**src/rtl/byte_alu_pkg.sv**
```systemverilog
package byte_alu_pkg;
  typedef enum logic [3:0] {
    OP_ADD   = 4'd0,
    OP_ADDC  = 4'd1,
    OP_SUBL  = 4'd2,
    OP_SUB   = 4'd3,
    OP_SUBWB = 4'd4,
    OP_SUBFB = 4'd5,
    OP_INC   = 4'd6,
    OP_DEC   = 4'd7,
    OP_COM   = 4'd8,
    OP_NEG   = 4'd9,
    OP_CLR   = 4'd10,
    OP_SET   = 4'd11,
    OP_SWAP  = 4'd12,
    OP_ADDL  = 4'd13,
    OP_RSV0  = 4'd14,
    OP_RSV1  = 4'd15
  } alu_op_e;

  localparam int NFLAGS = 5;

  typedef struct packed {
    logic n;
    logic ov;
    logic z;
    logic dc;
    logic c;
  } flags_t;
endpackage

```
**src/rtl/byte_alu_datapath.sv**
```systemverilog
module byte_alu_datapath
  import byte_alu_pkg::*;
#(
  parameter int WIDTH = 8
) (
  input  alu_op_e          op,
  input  logic [WIDTH-1:0] w,
  input  logic [WIDTH-1:0] b,
  input  logic             cin,
  output logic [WIDTH-1:0] res,
  output flags_t           aflags,
  output logic             is_arith
);
  localparam int HALF = WIDTH / 2;

  logic [WIDTH-1:0] x, y;
  logic             ci;
  logic [WIDTH:0]   full;
  logic [HALF:0]    low;
  logic [WIDTH-1:0] lres;

  // operand steering: subtraction as x + ~y + no-borrow
  always_comb begin
    x = b;
    y = '0;
    ci = 1'b0;
    is_arith = 1'b1;
    case (op)
      OP_ADD, OP_ADDL: begin x = w; y = b; end
      OP_ADDC:         begin x = w; y = b; ci = cin; end
      OP_SUBL, OP_SUB: begin x = b; y = ~w; ci = 1'b1; end
      OP_SUBWB:        begin x = w; y = ~b; ci = cin; end
      OP_SUBFB:        begin x = b; y = ~w; ci = cin; end
      OP_INC:          begin x = b; y = '0; ci = 1'b1; end
      OP_DEC:          begin x = b; y = '1; end
      OP_NEG:          begin x = '0; y = ~b; ci = 1'b1; end
      default:         is_arith = 1'b0;
    endcase
  end

  assign full = {1'b0, x} + {1'b0, y} + {{WIDTH{1'b0}}, ci};
  assign low  = {1'b0, x[HALF-1:0]} + {1'b0, y[HALF-1:0]} + {{HALF{1'b0}}, ci};

  always_comb begin
    case (op)
      OP_COM:  lres = ~b;
      OP_CLR:  lres = '0;
      OP_SET:  lres = '1;
      OP_SWAP: lres = {b[HALF-1:0], b[WIDTH-1:HALF]};
      default: lres = b;
    endcase
  end

  assign res       = is_arith ? full[WIDTH-1:0] : lres;
  assign aflags.n  = full[WIDTH-1];
  assign aflags.z  = (full[WIDTH-1:0] == '0);
  assign aflags.c  = full[WIDTH];
  assign aflags.dc = low[HALF];
  assign aflags.ov = (x[WIDTH-1] == y[WIDTH-1]) && (full[WIDTH-1] != x[WIDTH-1]);
endmodule

```
**src/rtl/byte_alu_ctrl.sv**
```systemverilog
module byte_alu_ctrl
  import byte_alu_pkg::*;
#(
  parameter int WIDTH = 8
) (
  input  alu_op_e          op,
  input  logic             dest_req,
  input  logic [WIDTH-1:0] res,
  input  flags_t           aflags,
  input  logic             is_arith,
  input  flags_t           st_q,
  output flags_t           st_d,
  output logic             to_file
);
  always_comb begin
    st_d = st_q;
    if (is_arith) begin
      st_d = aflags;
    end else begin
      case (op)
        OP_COM: begin
          st_d.n = res[WIDTH-1];
          st_d.z = (res == '0);
        end
        OP_CLR:  st_d.z = 1'b1;
        default: ;
      endcase
    end
  end

  always_comb begin
    case (op)
      OP_SUBL, OP_ADDL:        to_file = 1'b0;
      OP_NEG, OP_CLR, OP_SET:  to_file = 1'b1;
      default:                 to_file = dest_req;
    endcase
  end
endmodule

```
**src/rtl/byte_alu.sv**
```systemverilog
module byte_alu
  import byte_alu_pkg::*;
#(
  parameter int WIDTH = 8
) (
  input  logic             clk,
  input  logic             rst_n,
  input  logic             in_valid,
  output logic             in_ready,
  input  logic [3:0]       in_op,
  input  logic [WIDTH-1:0] in_w,
  input  logic [WIDTH-1:0] in_b,
  input  logic             in_dest,
  output logic             out_valid,
  input  logic             out_ready,
  output logic [WIDTH-1:0] out_result,
  output logic             out_to_file,
  output logic [NFLAGS-1:0] out_flags
);
  alu_op_e          op;
  logic [WIDTH-1:0] res;
  flags_t           aflags, st_q, st_d;
  logic             is_arith, to_file, take;

  assign op       = alu_op_e'(in_op);
  assign in_ready = !out_valid || out_ready;
  assign take     = in_valid && in_ready;

  byte_alu_datapath #(.WIDTH(WIDTH)) dp_i (
    .op(op), .w(in_w), .b(in_b), .cin(st_q.c),
    .res(res), .aflags(aflags), .is_arith(is_arith)
  );

  byte_alu_ctrl #(.WIDTH(WIDTH)) ctl_i (
    .op(op), .dest_req(in_dest), .res(res), .aflags(aflags),
    .is_arith(is_arith), .st_q(st_q), .st_d(st_d), .to_file(to_file)
  );

  always_ff @(posedge clk or negedge rst_n) begin
    if (!rst_n) begin
      out_valid   <= 1'b0;
      out_result  <= '0;
      out_to_file <= 1'b0;
      st_q        <= '0;
    end else begin
      if (take) begin
        out_valid   <= 1'b1;
        out_result  <= res;
        out_to_file <= to_file;
        st_q        <= st_d;
      end else if (out_ready) begin
        out_valid <= 1'b0;
      end
    end
  end

  assign out_flags = st_q;
endmodule

```
**config.mk**
```make
export PLATFORM = sky130hd
export DESIGN_NAME = byte_alu
export DESIGN_NICKNAME = d
export VERILOG_FILES = /design/src/rtl/byte_alu_pkg.sv /design/src/rtl/byte_alu_datapath.sv /design/src/rtl/byte_alu_ctrl.sv /design/src/rtl/byte_alu.sv
export SDC_FILE = /design/constraint.sdc
export NUM_CORES = 1
export LEC_CHECK = 0
export ABC_AREA = 1
export CAP_MARGIN = 20
export CORE_UTILIZATION = 25
export DETAILED_ROUTE_END_ITERATION = 10
export GPL_TIMING_DRIVEN = 0
export MAX_ROUTING_LAYER = met4
export SLEW_MARGIN = 40
export SYNTH_ARGS = -nofsm -noshare
export SYNTH_HDL_FRONTEND = slang
export SYNTH_SLANG_ARGS = --single-unit
```
**constraint.sdc**
```tcl
create_clock -name clk -period 6.2 [get_ports clk]
set_input_delay 1.24 -clock clk [delete_from_list [all_inputs] [get_ports clk]]
set_output_delay 1.24 -clock clk [all_outputs]
set_load 0.01 [all_outputs]
```
# Word-level counts from Yosys, hierarchy flattened
# Cells that the tools add are included.
dict set report classes {
  n_div 0
  shifts 0
  n_eq_ne 15
  n_mul 0
  reduce_logical 22
  add_sub_neg 4
  order_cmp 0
  muxes 13
  bitwise 2
}
# op n
set op_table {}
lappend op_table {{8-bit case mux with 4 select lines} 2}
lappend op_table {{4-bit == test, second input constant} 6}
lappend op_table {{4-bit by 3-bit == test with 1-bit output, second input constant} 4}
lappend op_table {{8-bit logical NOT} 2}
lappend op_table {{8-bit NOT} 2}
lappend op_table {{8-bit case mux with 2 select lines} 1}
lappend op_table {{3-bit OR reduction} 4}
lappend op_table {{10-bit OR reduction} 1}
lappend op_table {{8-bit by 8-bit adder with 9-bit output} 1}
lappend op_table {{9-bit by 1-bit adder with 9-bit output} 1}
lappend op_table {{4-bit by 2-bit == test with 1-bit output, second input constant} 2}
lappend op_table {{8-bit two-way mux} 1}
lappend op_table {{4-bit OR reduction} 2}
lappend op_table {{1-bit two-way mux} 6}
lappend op_table {{1-bit case mux with 2 select lines} 3}
lappend op_table {{2-bit AND reduction} 3}
lappend op_table {{4-bit by 4-bit adder with 5-bit output} 1}
lappend op_table {{5-bit by 1-bit adder with 5-bit output} 1}
lappend op_table {{4-bit by 1-bit == test with 1-bit output, second input constant} 1}
lappend op_table {{4-bit logical NOT} 1}
lappend op_table {{2-bit nonzero test} 2}
lappend op_table {{2-bit OR reduction} 2}
lappend op_table {{3-bit nonzero test} 1}
lappend op_table {{1-bit logical AND} 2}
lappend op_table {{4 further kinds} 4}
dict set report word_totals {
  in_bits 25
  ramBits 0
  latch_bits 0
  mem_bits_ro 0
  memories 0
  word_cells 64
  ff_bits 15
}

# Longest topological paths before layout
dict set report logic_depth {
  ltp_word 9
  mapped_depth 22
  depth_no_buf 22
}

# Modules after synthesis
# From an unflattened synthesis, not the netlist that was laid out.
dict set report unflattened {
  hier_cells 337
  hier_area_um2 1963.1
}
# module n_inst area_per_inst_um2 seq_area_each_um2 cells_per_inst
set modules_own_cells {}
lappend modules_own_cells {byte_alu_datapath 1 1184.9 0.0 230}
lappend modules_own_cells {byte_alu 1 596.8 375.4 64}
lappend modules_own_cells {byte_alu_ctrl 1 181.4 0.0 43}

# Least setup slack after synthesis
# No wires, ideal clock.
dict set report synth_path {
  path_kind {input-to-reg}
  from {input port in_op[1]}
  to {register, netlist name out_flags[2]}
  path_buffers 0
  arrival_time_ns 3.523
  path_slack_ns 2.612
  cell_stages 19
  path_cell_list {inv_2 -> nand2_2 -> nor2_2 -> nor2_8 -> o221ai_1 -> nor2_1 -> fa_1 -> fa_1 -> inv_1 -> nand2_1 -> nand2_1 -> nand3b_1 -> nand2_1 -> nand2_1 -> nand3_1 -> nand2_1 -> nor2_1 -> nand4_1 -> nand2_1}
}
dict set report synth_via {
  elab_chain_len 9
  elab_cells_between_ends 35
  cone_classes {add/sub (2); eq/ne (13); mux (8); reduce/logical (12)}
}
# item line_no
set synth_rtl {}
lappend synth_rtl {{start: declaration} byte_alu.sv:10} ;# input logic [3:0] in_op,
lappend synth_rtl {{4-bit by 2-bit == test with 1-bit output (tied with other cells)} byte_alu_datapath.sv:28} ;# case (op)
lappend synth_rtl {{3-bit OR reduction (no source line) (tied with other cells)} n/a}
lappend synth_rtl {{8-bit case mux with 4 select lines or 8-bit case mux with 2 select lines (tied branches)} byte_alu_datapath.sv:28}
lappend synth_rtl {{8-bit by 8-bit adder with 9-bit output} byte_alu_datapath.sv:41} ;# assign full = {1'b0, x} + {1'b0, y} + {{WIDTH{1'b0}}, ci};
lappend synth_rtl {{9-bit by 1-bit adder with 9-bit output} byte_alu_datapath.sv:41}
lappend synth_rtl {{8-bit two-way mux} byte_alu_datapath.sv:54} ;# assign res = is_arith ? full[WIDTH-1:0] : lres;
lappend synth_rtl {{8-bit logical NOT} byte_alu_ctrl.sv:23} ;# st_d.z = (res == '0);
lappend synth_rtl {{1-bit case mux with 2 select lines} byte_alu_ctrl.sv:20} ;# case (op)
lappend synth_rtl {{1-bit two-way mux} byte_alu_ctrl.sv:17} ;# if (is_arith) begin
# Several ways; a longest one is shown, not always the timed one.
# A chain may end at the register's enable or synchronous reset.

# Worst setup path after layout
dict set report layout_path {
  from {input port in_op[2]}
  to {register, netlist name out_flags[2]}
}
dict set report layout_via {
  elab_chain_len 9
  elab_cells_between_ends 35
  cone_classes {add/sub (2); eq/ne (13); mux (8); reduce/logical (12)}
}
# item line_no
set layout_rtl {}
lappend layout_rtl {{4-bit by 2-bit == test with 1-bit output (tied with other cells)} byte_alu_datapath.sv:28}
lappend layout_rtl {{3-bit OR reduction (no source line) (tied with other cells)} n/a}
lappend layout_rtl {{8-bit case mux with 4 select lines or 8-bit case mux with 2 select lines (tied branches)} byte_alu_datapath.sv:28}
lappend layout_rtl {{8-bit by 8-bit adder with 9-bit output} byte_alu_datapath.sv:41}
lappend layout_rtl {{9-bit by 1-bit adder with 9-bit output} byte_alu_datapath.sv:41}
lappend layout_rtl {{8-bit two-way mux} byte_alu_datapath.sv:54}
lappend layout_rtl {{8-bit logical NOT} byte_alu_ctrl.sv:23}
lappend layout_rtl {{1-bit case mux with 2 select lines} byte_alu_ctrl.sv:20}
lappend layout_rtl {{1-bit two-way mux} byte_alu_ctrl.sv:17}
# Several ways; a longest one is shown, not always the timed one.

==> results.json <==
{
  "status": "finished, final reports clean",
  "cts-hold-fix-buffers": 0,
  "fmaxAchievable_mhz": 230.4,
  "syn_to_final_growth_pct": 32.08,
  "synth_cell_types": 35,
  "dp_cells": 416,
  "grt_pass1_wl_microns": 8873,
  "cts_resized": 0,
  "synth.area.top_cells": "dfrtp_1 (21%), nand2_1 (16%), nand3_1 (8.2%)",
  "drt_wl_total_microns": 5389,
  "most-common-layout-cells": "nand2_1 (77), clkdlybuf4s50_1 (40), inv_1 (31)",
  "arrival_ns": 4.53,
  "layout.cells.most_common": "nand2_1",
  "worstSetupStartpointType": "input port",
  "cp_common_cell": "nor2_1",
  "ys_warn_count": 0,
  "final_cells": 420,
  "power_leakage_nw": 1.091,
  "drive_gt1_share_pct": 10.19,
  "pin_count": 41,
  "netlist.area_leader.share_pct": 21.25,
  "wl_per_cell_microns": 12.83,
  "finalClockSkew_ns": 0.003799,
  "synthFlopType": "dfrtp_1",
  "fin_hold_ws_ns": 0.4760,
  "critical_path_class": "input port to flip-flop",
  "nNetsFinal": 359,
  "async_flop_share_pct": 100.0,
  "cts_tree": "built",
  "die_width_microns": 86.07,
  "globalRouteTotalUtil_pct": 15.78,
  "critPathCaptureType": "flip-flop",
  "place.gp.congestion": 0.9040,
  "cp_cell_sequence": "clkdlybuf4s50_1 > nor2_1 > inv_1 > nor2_1 > a31oi_4 > o221ai_1 > nor2_1 > fa_1 > fa_1 > inv_1 > nand2_1 > nand2_1 > nor2_1 > a21oi_1 > nand2_1 > nor2_1 > nand4_1 > nand2_1",
  "core-area_sq_mm": 0.006794,
  "finalHoldViolCount": 0,
  "crit_slowest_cell": "clkdlybuf4s50_1",
  "yosys_register_bits": 15,
  "avgViaCountPerCell": 4.800,
  "cp.required_ns": 6.39,
  "grt_pass1_vias": 1893,
  "ant_nets": 0,
  "root_buffer": "clkbuf_8",
  "ys_seq_area_share_pct": 21.25,
  "pwr_density_cell_mw_per_mm2": 193.2,
  "clkSinkCount": 15,
  "die_h_microns": 86.07,
  "yosys.area.top_type": "dfrtp_1",
  "start_util_pct": 26.00,
  "dieArea_sq_mm": 0.007407,
  "antenna_found_initial": 0,
  "setup_violations": 0,
  "clk_path_buf_depth": 2,
  "max_cap_viol_count": 0,
  "worst_path_largest_cell_delay_ns": 0.59,
  "cts_buffers": 3,
  "clkTransAtPathRegs_ns": 0.06,
  "place_area_sq_mm": 0.002287,
  "drc": 0,
  "firstDrtPassIters": 4,
  "rows": 30,
  "dr_total_vias": 2016,
  "reg2reg_slack_ns": 3.74,
  "crit_buf_inv": 3,
  "insertion_delay_ns": 0.25,
  "syn_area_per_cell_sq_um": 6.310,
  "slew_viol_final": 0,
  "max-slew-margin-rel_pct": 53.90,
  "fin_setup_tns_ns": 0,
  "synth_area_sq_mm": 0.001767,
  "drt-initial-drc-count": 142,
  "htreeDepth": 1,
  "synth-edff-count": 0,
  "hp-class": "flip-flop to flip-flop",
  "min_period_ns": 4.340,
  "path_delay_family": "simple AND/OR/NAND/NOR gates",
  "rsz0062_at_grt": "false",
  "period_share_pct": 69.99,
  "hpwl_microns": 4424,
  "critPathMaxFanout": 8,
  "n_antenna_cell": 0,
  "io_buffers": 40,
  "final_area_sq_mm": 0.002333,
  "post_cts_buffers": 0,
  "overflow": 0,
  "grt_max_degree": 16,
  "synthCells": 280,
  "worst_pin_slew_ns": 0.6889,
  "peakVddDrop_mv": 0.06534,
  "syn_nets": 314
}
[where the power goes]
part	leakage, nW	total [mW]	switching (mW)	internal (mW)
combinational	0.888	0.242	0.133	0.109
clock	0.0255	0.0788	0.0343	0.0445
sequential	0.178	0.130	0.0116	0.119
total	1.09	0.451	0.179	0.272
[kinds of logic after synthesis]
family          count (synthesis)  synth area share (%)
simple gates                  156                 41.36
compound gates                 56                 19.48
buf+inv                        42                 9.702
flops                          15                 21.25
fa+ha+maj                       9                 7.224
xor+xnor                        2                0.9917
[final cells by class]
type | instances | area (sq um)
clock inverter | 1 | 5.005
multi-input combinational | 223 | 1220
timing repair buffer | 40 | 400.4
clock buffer | 3 | 41.29
buffer | 3 | 18.77
fill | 737 | 4461
tap | 96 | 120.1
inverter | 39 | 152.6
sequential | 15 | 375.4
[flip-flops by register name, indices dropped and copies added (netlist names)]
signal	cells
out_result	8
out_to_file	1
out_flags	5
out_valid	1
[synthesized netlist by cell type (2+ instances only)]
library cell  number
o21ai_0           13
nand2_1           77
nor2_1            30
a31oi_1            4
inv_2              5
inv_4              2
inv_1             31
o211ai_1           5
ha_1               7
nand2_4            3
buf_4              2
nand2_2            6
dfrtp_1           15
o221ai_1           3
nor2_4             3
o21ai_1            2
a21oi_1           25
fa_1               2
nand3_1           29
[metrics by stage]
step	utilization, %	setup slack [ns]	power [mW]
final	34.35	1.860	0.4509
after global routing	34.35	1.420	0.4916
after CTS	34.35	1.840	0.4535
after detailed placement	33.66	1.595	0.3737
after global placement	33.66	1.614	0.3710
after floorplan	-	2.612	0.2738
[tightest hold or removal path: cells and delay by family (launching register included)]
family | cells | cell delay, ns
DFF | 1 | 0.34
and+or+nand+nor | 2 | 0.10
[path summary, 6_finish.rpt]
check,from,end,depth (start not counted)
setup / recovery,in_op[2],out_flags[2],18
hold / removal,out_flags[2],out_flags[2],2
setup reg to reg,out_flags[0],out_flags[2],14
hold reg to reg,out_flags[2],out_flags[2],2
max in group asynchronous,rst_n,out_flags[2],1
min in group asynchronous,rst_n,out_result[2],1
[layer usage]
layer	wire length (microns)	up-vias	share of wire (%)	global-route usage (%)
met2	2460	69	46	25.76
li1	-	1014	-	-
met4	174	0	3.2	6.515
met5	0	-	0	-
met1	2497	918	46	19.39
met3	257	15	4.8	2.406
(Power assumes the default switching activity.)
